$ cat config.mk
export PLATFORM = sky130hd
export DESIGN_NAME = irqbank_top
export DESIGN_NICKNAME = d
export VERILOG_FILES = /design/src/rtl/irq_pkg.sv /design/src/rtl/irq_flag_cell.sv /design/src/rtl/irq_reg_if.sv /design/src/rtl/irq_out_stage.sv /design/src/rtl/irqbank_top.sv
export SDC_FILE = /design/constraint.sdc
export NUM_CORES = 1
export LEC_CHECK = 0
export BUFFER_PORTS_ARGS = -buffer_cell sky130_fd_sc_hd__buf_2
export CAP_MARGIN = 40
export CELL_PAD_IN_SITES_DETAIL_PLACEMENT = 1
export CELL_PAD_IN_SITES_GLOBAL_PLACEMENT = 1
export CORE_AREA = 2 2 54 56
export DETAILED_ROUTE_END_ITERATION = 10
export DIE_AREA = 0 0 56 58
export PLACE_DENSITY_LB_ADDON = 0.15
export SLEW_MARGIN = 10
export SYNTH_ARGS = -nofsm -noshare
export SYNTH_HDL_FRONTEND = slang
export SYNTH_SLANG_ARGS = --single-unit
$ cat constraint.sdc
create_clock -name clk -period 1.6 [get_ports clk]
set_clock_uncertainty 0.1 [all_clocks]
set_input_delay 0.08 -clock clk [delete_from_list [all_inputs] [get_ports clk]]
set_output_delay 0.08 -clock clk [all_outputs]
set_load 0.02 [all_outputs]
$ cat src/rtl/irq_pkg.sv
// Package: shared sizes, register addresses, flag positions and cell kinds
// for the sticky interrupt flag bank. Assumes an 8-bit data path.
package irq_pkg;
    localparam int DATA_W    = 8;
    localparam int ADDR_W    = 5;
    localparam int FLAG_ADDR = 4;
    localparam int EN_ADDR   = 5;
    localparam int REV_ADDR  = 18;
    localparam logic [7:0] REV_VALUE = 8'h13;
    localparam int RX_BIT    = 0;
    localparam int TX_BIT    = 1;

    typedef enum logic [0:0] {
        CELL_STICKY = 1'b0,
        CELL_LEVEL  = 1'b1
    } cell_kind_e;
endpackage

$ cat src/rtl/irq_flag_cell.sv
// One flag bit. A STICKY cell sets on set_i and clears on clr_i, and set wins
// over clear. A LEVEL cell copies lvl_i at every edge and ignores set and clear.
// It exposes both the next-state value and the registered value.
// Assumes the inputs are synchronous to clk.
module irq_flag_cell
    import irq_pkg::*;
#(
    parameter cell_kind_e KIND = CELL_STICKY
) (
    input  logic clk,
    input  logic rst_n,
    input  logic set_i,
    input  logic clr_i,
    input  logic lvl_i,
    output logic flag_d_o,
    output logic flag_q_o
);
    logic flag_q;

    // Next-state value for the chosen cell kind.
    always_comb begin
        if (KIND == CELL_LEVEL) flag_d_o = lvl_i;
        else                    flag_d_o = set_i | (flag_q & ~clr_i);
    end

    // Flag storage with synchronous reset.
    always_ff @(posedge clk) begin
        if (!rst_n) flag_q <= 1'b0;
        else        flag_q <= flag_d_o;
    end

    assign flag_q_o = flag_q;
endmodule

$ cat src/rtl/irq_reg_if.sv
// Register port decode. It turns a write strobe into a clear vector for the
// flag cells, holds the enable register, and muxes the read data.
// Assumes one write strobe per access. Reads are combinational from addr.
module irq_reg_if
    import irq_pkg::*;
#(
    parameter int DW        = DATA_W,
    parameter int AW        = ADDR_W,
    parameter int A_FLAG    = FLAG_ADDR,
    parameter int A_EN      = EN_ADDR,
    parameter int A_REV     = REV_ADDR,
    parameter logic [DW-1:0] REV_VAL = DW'(REV_VALUE)
) (
    input  logic          clk,
    input  logic          rst_n,
    input  logic          wr_i,
    input  logic [AW-1:0] addr_i,
    input  logic [DW-1:0] wdata_i,
    input  logic [DW-1:0] flag_q_i,
    output logic [DW-1:0] clr_o,
    output logic [DW-1:0] en_d_o,
    output logic [DW-1:0] en_q_o,
    output logic [DW-1:0] rdata_o
);
    localparam logic [AW-1:0] FLAG_A = AW'(A_FLAG);
    localparam logic [AW-1:0] EN_A   = AW'(A_EN);
    localparam logic [AW-1:0] REV_A  = AW'(A_REV);

    logic          hit_flag;
    logic          hit_en;
    logic [DW-1:0] en_q;

    // Address decode for write strobes.
    always_comb begin
        hit_flag = wr_i && (addr_i == FLAG_A);
        hit_en   = wr_i && (addr_i == EN_A);
    end

    // Clear vector: bits written as 1 to the flag register.
    always_comb begin
        clr_o = hit_flag ? wdata_i : '0;
    end

    // Next-state value of the enable register.
    always_comb begin
        en_d_o = hit_en ? wdata_i : en_q;
    end

    // Enable register storage.
    always_ff @(posedge clk) begin
        if (!rst_n) en_q <= '0;
        else        en_q <= en_d_o;
    end

    // Read data mux. Unmapped addresses return zero.
    always_comb begin
        unique case (addr_i)
            FLAG_A:  rdata_o = flag_q_i;
            EN_A:    rdata_o = en_q;
            REV_A:   rdata_o = REV_VAL;
            default: rdata_o = '0;
        endcase
    end

    assign en_q_o = en_q;
endmodule

$ cat src/rtl/irq_out_stage.sv
// Output registers. The interrupt is computed from the next-state flags and
// enables, so it lines up with the registers. The receive-release request is
// registered into a one-cycle pulse. Both outputs come straight from flops.
module irq_out_stage #(
    parameter int DW = 8
) (
    input  logic          clk,
    input  logic          rst_n,
    input  logic [DW-1:0] flag_d_i,
    input  logic [DW-1:0] en_d_i,
    input  logic          rel_req_i,
    output logic          irq_o,
    output logic          rel_o
);
    logic irq_d;

    // Combined interrupt request from the next-state values.
    always_comb begin
        irq_d = |(flag_d_i & en_d_i);
    end

    // Registered outputs, so neither can glitch.
    always_ff @(posedge clk) begin
        if (!rst_n) begin
            irq_o <= 1'b0;
            rel_o <= 1'b0;
        end else begin
            irq_o <= irq_d;
            rel_o <= rel_req_i;
        end
    end
endmodule

$ cat src/rtl/irqbank_top.sv
// Sticky interrupt flag bank: the top level. Every bit is a sticky
// write-one-to-clear cell except the send-available bit, which is a level
// cell. A clear of the receive-available bit while it is set requests a
// buffer release. Assumes event pulses are one cycle long and synchronous.
module irqbank_top
    import irq_pkg::*;
#(
    parameter int DW      = DATA_W,
    parameter int AW      = ADDR_W,
    parameter int A_FLAG  = FLAG_ADDR,
    parameter int A_EN    = EN_ADDR,
    parameter int A_REV   = REV_ADDR,
    parameter int RXB     = RX_BIT,
    parameter int TXB     = TX_BIT
) (
    input  logic          clk,
    input  logic          rst_n,
    input  logic [DW-1:0] ev_pulse,
    input  logic          tx_free,
    input  logic          reg_wr,
    input  logic [AW-1:0] reg_addr,
    input  logic [DW-1:0] reg_wdata,
    output logic [DW-1:0] reg_rdata,
    output logic          irq_o,
    output logic          rx_release_o
);
    logic [DW-1:0] clr_vec;
    logic [DW-1:0] flag_d;
    logic [DW-1:0] flag_q;
    logic [DW-1:0] en_d;
    logic [DW-1:0] en_q;
    logic          rel_req;

    irq_reg_if #(
        .DW(DW), .AW(AW), .A_FLAG(A_FLAG), .A_EN(A_EN), .A_REV(A_REV),
        .REV_VAL(DW'(REV_VALUE))
    ) u_regif (
        .clk(clk), .rst_n(rst_n), .wr_i(reg_wr), .addr_i(reg_addr),
        .wdata_i(reg_wdata), .flag_q_i(flag_q), .clr_o(clr_vec),
        .en_d_o(en_d), .en_q_o(en_q), .rdata_o(reg_rdata)
    );

    // One cell per flag bit; the parameter picks the kind.
    for (genvar i = 0; i < DW; i++) begin : g_cell
        localparam cell_kind_e K = (i == TXB) ? CELL_LEVEL : CELL_STICKY;
        irq_flag_cell #(.KIND(K)) u_cell (
            .clk(clk), .rst_n(rst_n), .set_i(ev_pulse[i]),
            .clr_i(clr_vec[i]), .lvl_i(tx_free),
            .flag_d_o(flag_d[i]), .flag_q_o(flag_q[i])
        );
    end

    // Release only when a clear hits a receive flag that is set now.
    always_comb begin
        rel_req = clr_vec[RXB] & flag_q[RXB];
    end

    irq_out_stage #(.DW(DW)) u_out (
        .clk(clk), .rst_n(rst_n), .flag_d_i(flag_d), .en_d_i(en_d),
        .rel_req_i(rel_req), .irq_o(irq_o), .rel_o(rx_release_o)
    );
endmodule

==> results of run 1 <==
[cells in the final DEF, fill, tap and decap left out, types with 2 or more instances in the layout]
| cell type | synthesis | routed |
|---|---|---|
| and2b_1 | 3 | 3 |
| buf_2 | 0 | 33 |
| buf_4 | 0 | 11 |
| clkbuf_4 | 0 | 3 |
| dfxtp_1 | 18 | 18 |
| dlygate4sd3_1 | 0 | 4 |
| mux2i_1 | 16 | 16 |
| nand2_1 | 2 | 2 |
| nand3b_1 | 7 | 7 |
| nor2_1 | 6 | 6 |
| nor2b_1 | 12 | 12 |
| o21ai_0 | 3 | 3 |
| o22ai_1 | 11 | 11 |
[final timing paths]
check	slack [ps]	cells past startpoint	to
setup / recovery	160	6	u_out.irq_o
hold / removal	2	3	g_cell[7].u_cell.flag_q_o
setup reg to reg	300	3	u_out.irq_o
hold reg to reg	440	1	u_out.rel_o
[tightest hold or removal path, stage by stage]
cell	delay (ps)
buf_2	80
o22ai_1	80
nor2b_1	110
[Yosys cell counts (all sizes together)]
cell,number,area [um^2]
nand3b,7,52.6
dfxtp,18,360
nor2b,12,75.1
o22ai,11,68.8
buf,2,15.0
and2b,3,22.5
nor4b,1,8.76
o21ai,3,15.0
mux2i,16,160
o41a,1,11.3
nor3,1,5.00
or2b,1,7.51
and4,1,8.76
nor3b,1,12.5
nor2,6,22.5
nand2,2,7.51
and2,1,6.26
inv,1,3.75
clkbuf,2,7.51
nand4b,1,8.76
[where the power goes]
part	switching (mW)	internal, mW	leakage (nW)
sequential	0.00849	0.465	0.148
clock	0.147	0.138	0.0210
combinational	0.0645	0.0756	0.432
total	0.220	0.679	0.600
[cell families (layout without fill, tap and decap cells)]
family	Yosys count	in the layout
buffers and inverters	5	53
DFF	18	18
muxes	16	16
AOI/OAI and AO/OA	15	15
and+or+nand+nor	37	37
[state kept, by name, indices dropped and copies added (netlist names)]
name / flops
g_cell.u_cell.flag_q_o: 8
u_regif.en_q_o: 8
u_out.rel_o: 1
u_out.irq_o: 1
[per-layer routing]
layer	wire length, um	share of wire (%)	up-vias
met3	101	4.0	4
met2	1240	49	20
met1	1160	46	412
li1	-	-	426
met4	34	1.3	0
met5	0	0	-
[layout make-up]
| type | instances | area (um^2) |
|---|---|---|
| Inverter | 1 | 3.75 |
| Clock buffer | 4 | 36.3 |
| Timing Repair Buffer | 48 | 288 |
| Fill cell | 333 | 1440 |
| Tap cell | 31 | 38.8 |
| Sequential cell | 18 | 360 |
| Multi-Input combinational cell | 68 | 493 |
[metrics by stage]
step	hold slack [ps]	util (%)	cells
floorplan	102	-	91
global placement	198	43.0	162
detailed placement	207	43.0	162
CTS	1.38	45.8	170
global route	22.0	45.8	170
finish	1.95	45.8	170
==> impl_metrics.yaml, run 1 <==
grt:
  grtUsageMet1_pct: 20.3
  grt_pass1_vias: 945
  grt_first_pass_wirelength_um: 4260
  use_met3_pct: 2.90
  grt_busiest_layer: "met2"
  antenna_found_initial: 0
  grt_use_met2_pct: 30.9
  grtUsageTotal_pct: 17.1
  grt-ovfl-total: 0
  grt_max_degree: 19
pwr:
  power_density_nw_per_um2: 737
  vdd_ir_drop_max_mv: 0.497
  leakagePower_nw: 0.600
  power_mw: 0.899
worst_setup_path:
  r2r_start: "g_cell[3].u_cell.flag_q_o"
  required_ps: 1680
  max_stage_delay_ps: 550
  setup.worst_path.end_class: "flip-flop"
  path_cells: "dlygate4sd3_1 > buf_2 > nand3b_1 > o22ai_1 > o22ai_1 > o41a_1"
  startpoint_type: "input pin"
  path_buf_inv: 2
  critPathSlowestCell: "dlygate4sd3_1"
  cp-startpoint: "ev_pulse[0]"
  worstPathMaxFanout: 2
  cpLargestDelayFamily: "buffers and inverters"
  path_class: "in -> reg"
  crit_top_cell: "o22ai_1"
  arrival_ps: 1520
cts:
  postCtsHoldBufs: 4
  htree_levels: 1
  cts.repair.resized: 0
  clock-root-buffer: "clkbuf_4"
  clockBufferDepth: 2
  cts_sinks: 18
  cts_setup_buffers: 0
  cts_buffers: 3
  clock_latency_ps: 290
  clk_pin_slew_worst_paths_ps: 110
  cts_tree: "yes"
worst_hold_path:
  holdCritStartpoint: "ev_pulse[7]"
  hp-class: "in -> reg"
die:
  core_area_um2: 2660
  dieArea_um2: 3250
  die_y_um: 58
  initial_utilization_pct: 33.0
  die_x_um: 56
  row_count: 19
  io_pins: 35
synthesis:
  yosys_warnings: 0
  synth_compound_area_share_pct: 10.8
  post_synth_inst_count: 91
  avgSynthCellArea_um2: 9.67
  synth_mux_area_share_pct: 18.2
  syn-num-nets: 116
  synth.cell_area_um2: 880
  synth_top_family_by_area: "simple AND/OR/NAND/NOR gates"
  synthSimpleGateAreaFrac_pct: 27.0
  synthXorXnorAreaFrac_pct: 0
  yosys_register_bits: 18
  synth_cell_type_count: 21
  synth_fa_ha_area_share_pct: 0
  ys_seq_area_share_pct: 41.0
detailed_routing:
  wl_per_cell_um: 14.9
  routed_via_density: 5.07
  routed_wl_um: 2530
  vias: 862
  drc: 0
  drtIter0Drc: 8
  ant_nets: 0
  first_pass_iters: 4
timing:
  post-route-period-util_pct: 89.8
  hold_viol: 0
  slew_headroom_pct: 77.4
  setup_violations: 0
  worst_slack_ps: 164
  min_period_ps: 1440
  tightest_slew_ps: 339
  tns_ps: 0
  slew_violations: 0
  rsz0062_at_grt: "no"
  max_freq_ghz: 0.696
placement:
  place_area_um2: 1140
  gp_congestion: 0.765
  dp_hpwl_um: 1930
  portBuffers: 33
  dp_slack_ps: -90.7
final_layout:
  design_area_um2: 1220
  areaGrowthSynthToFinish_pct: 38.7
  drive_gt1_share_pct: 35.3
  num_antenna_cells: 0
  final_net_count: 165
flow_run:
  cap_violations: 0
outcome:
  status: "completed"
Note: power is estimated with default switching activity, not from simulation.
==> run 2: changes to the inputs <==
- CORE_AREA: 2 2 54 56 -> 2 2 58 60
- DIE_AREA: 0 0 56 58 -> 0 0 60 62
- SYNTH_HIERARCHICAL: not set -> 1
==> impl_metrics.yaml, run 2 <==
outcome:
  status: "completed"
final_layout:
  final_common_cell: "buf_2"
  design_area_um2: 1570
  final_net_count: 197
  num_antenna_cells: 0
  final_util_pct: 49.4
  areaGrowthSynthToFinish_pct: 44.5
  drive_gt1_share_pct: 40.6
  layout_common_cells: "33 x buf_2, 18 x dfxtp_1, 16 x dlygate4sd3_1, 16 x nand2_1, 15 x buf_4"
  final_cells: 216
detailed_routing:
  vias: 1011
  first_pass_iters: 4
  routed_via_density: 4.68
  ant_nets: 0
  drtIter0Drc: 39
  routed_wl_um: 3020
  wl_per_cell_um: 14.0
  drc: 0
grt:
  grt-ovfl-total: 0
  grt_first_pass_wirelength_um: 4490
  grt_max_degree: 27
  grtUsageTotal_pct: 17.0
  grt_pass1_vias: 1011
  antenna_found_initial: 0
worst_setup_path:
  path_cells: "buf_2 > nor3b_4 > and3_2 > and2_1 > nor2b_4 > or2_1 > a22oi_1 > a41oi_1"
  startpoint_type: "input pin"
  required_ps: 1680
  path_class: "in -> reg"
  arrival_ps: 1540
  critPathSlowestCell: "and3_2"
  worstPathMaxFanout: 7
  setup.worst_path.end_class: "flip-flop"
  max_stage_delay_ps: 300
synthesis:
  avgSynthCellArea_um2: 9.96
  post_synth_inst_count: 109
  syn-num-nets: 134
  synth.cell_area_um2: 1090
  yosys_warnings: 6
cts:
  cts_buffers: 3
  cts_sinks: 18
  clk_pin_slew_worst_paths_ps: 110
  clock_latency_ps: 290
  htree_levels: 1
  cts_tree: "yes"
  clock-root-buffer: "clkbuf_4"
  clockBufferDepth: 2
timing:
  hold_viol: 0
  slew_headroom_pct: 68.5
  max_freq_ghz: 0.686
  tns_ps: 0
  rsz0062_at_grt: "no"
  min_period_ps: 1460
  setup_violations: 0
  worst_slack_ps: 143
  slew_violations: 0
  hold_ws_ps: 133
  tightest_slew_ps: 473
  post-route-period-util_pct: 91.1
die:
  initial_utilization_pct: 34.2
  io_pins: 35
  die_x_um: 60
  die_y_um: 62
  core_area_um2: 3180
  dieArea_um2: 3720
  row_count: 21
pwr:
  power_mw: 0.888
  vdd_ir_drop_max_mv: 0.315
  leakagePower_nw: 0.795
  power_density_nw_per_um2: 566
placement:
  numPlacedInstances: 197
  gp_congestion: 0.726
  dp_hpwl_um: 2080
  place_area_um2: 1390
  portBuffers: 33
  dp_slack_ps: -246
worst_hold_path:
  hp-class: "in -> reg"
flow_run:
  cap_violations: 0
==> run 2: power breakdown <==
group	internal, mW	leakage [nW]	switching [mW]
Combinational	0.109	0.633	0.0717
Clock	0.0877	0.0138	0.147
Sequential	0.464	0.148	0.00850
==> run 2: layout make-up <==
type | count | area (um^2)
fillers | 391 | 1610
inverters | 1 | 3.75
flip-flops and latches | 18 | 360
repair buffers | 64 | 438
multi-input cells | 84 | 687
clock buffers | 3 | 22.5
well taps | 46 | 57.6
==> run 2: layer usage <==
layer | vias to the layer above | GRT usage, % | wire length, um
met4 | 0 | 7.62 | 37
li1 | 509 | - | -
met2 | 28 | 30.4 | 1540
met5 | - | 0 | 0
met3 | 4 | 3.73 | 115
met1 | 470 | 19.3 | 1320
==> run 2: timing repair <==
action	in CTS	in global routing
hold buffers	16	0
setup buffers	0	0
setup endpoints to repair	0	1
resized for setup	0	1
hold endpoints to repair	16	0
==> run 2: final timing paths <==
kind | from | slack, ps | to | cells after the start
worst max-delay path | reg_addr[4] | 140 | u_out/irq_o | 8
worst min-delay path | rst_n | 130 | u_out/irq_o | 3
worst max register to register | g_cell[0].u_cell/flag_q_o | 390 | u_out/irq_o | 4
worst min register to register | u_regif/en_q_o[7] | 380 | u_regif/en_q_o[7] | 2
==> run 2: worst max-delay path: cells and delay by family <==
| kind | cells | cell delay, ps |
|---|---|---|
| AO/OA/AOI/OAI | 2 | 340 |
| buffers and inverters | 1 | 120 |
| AND/OR/NAND/NOR | 5 | 1000 |
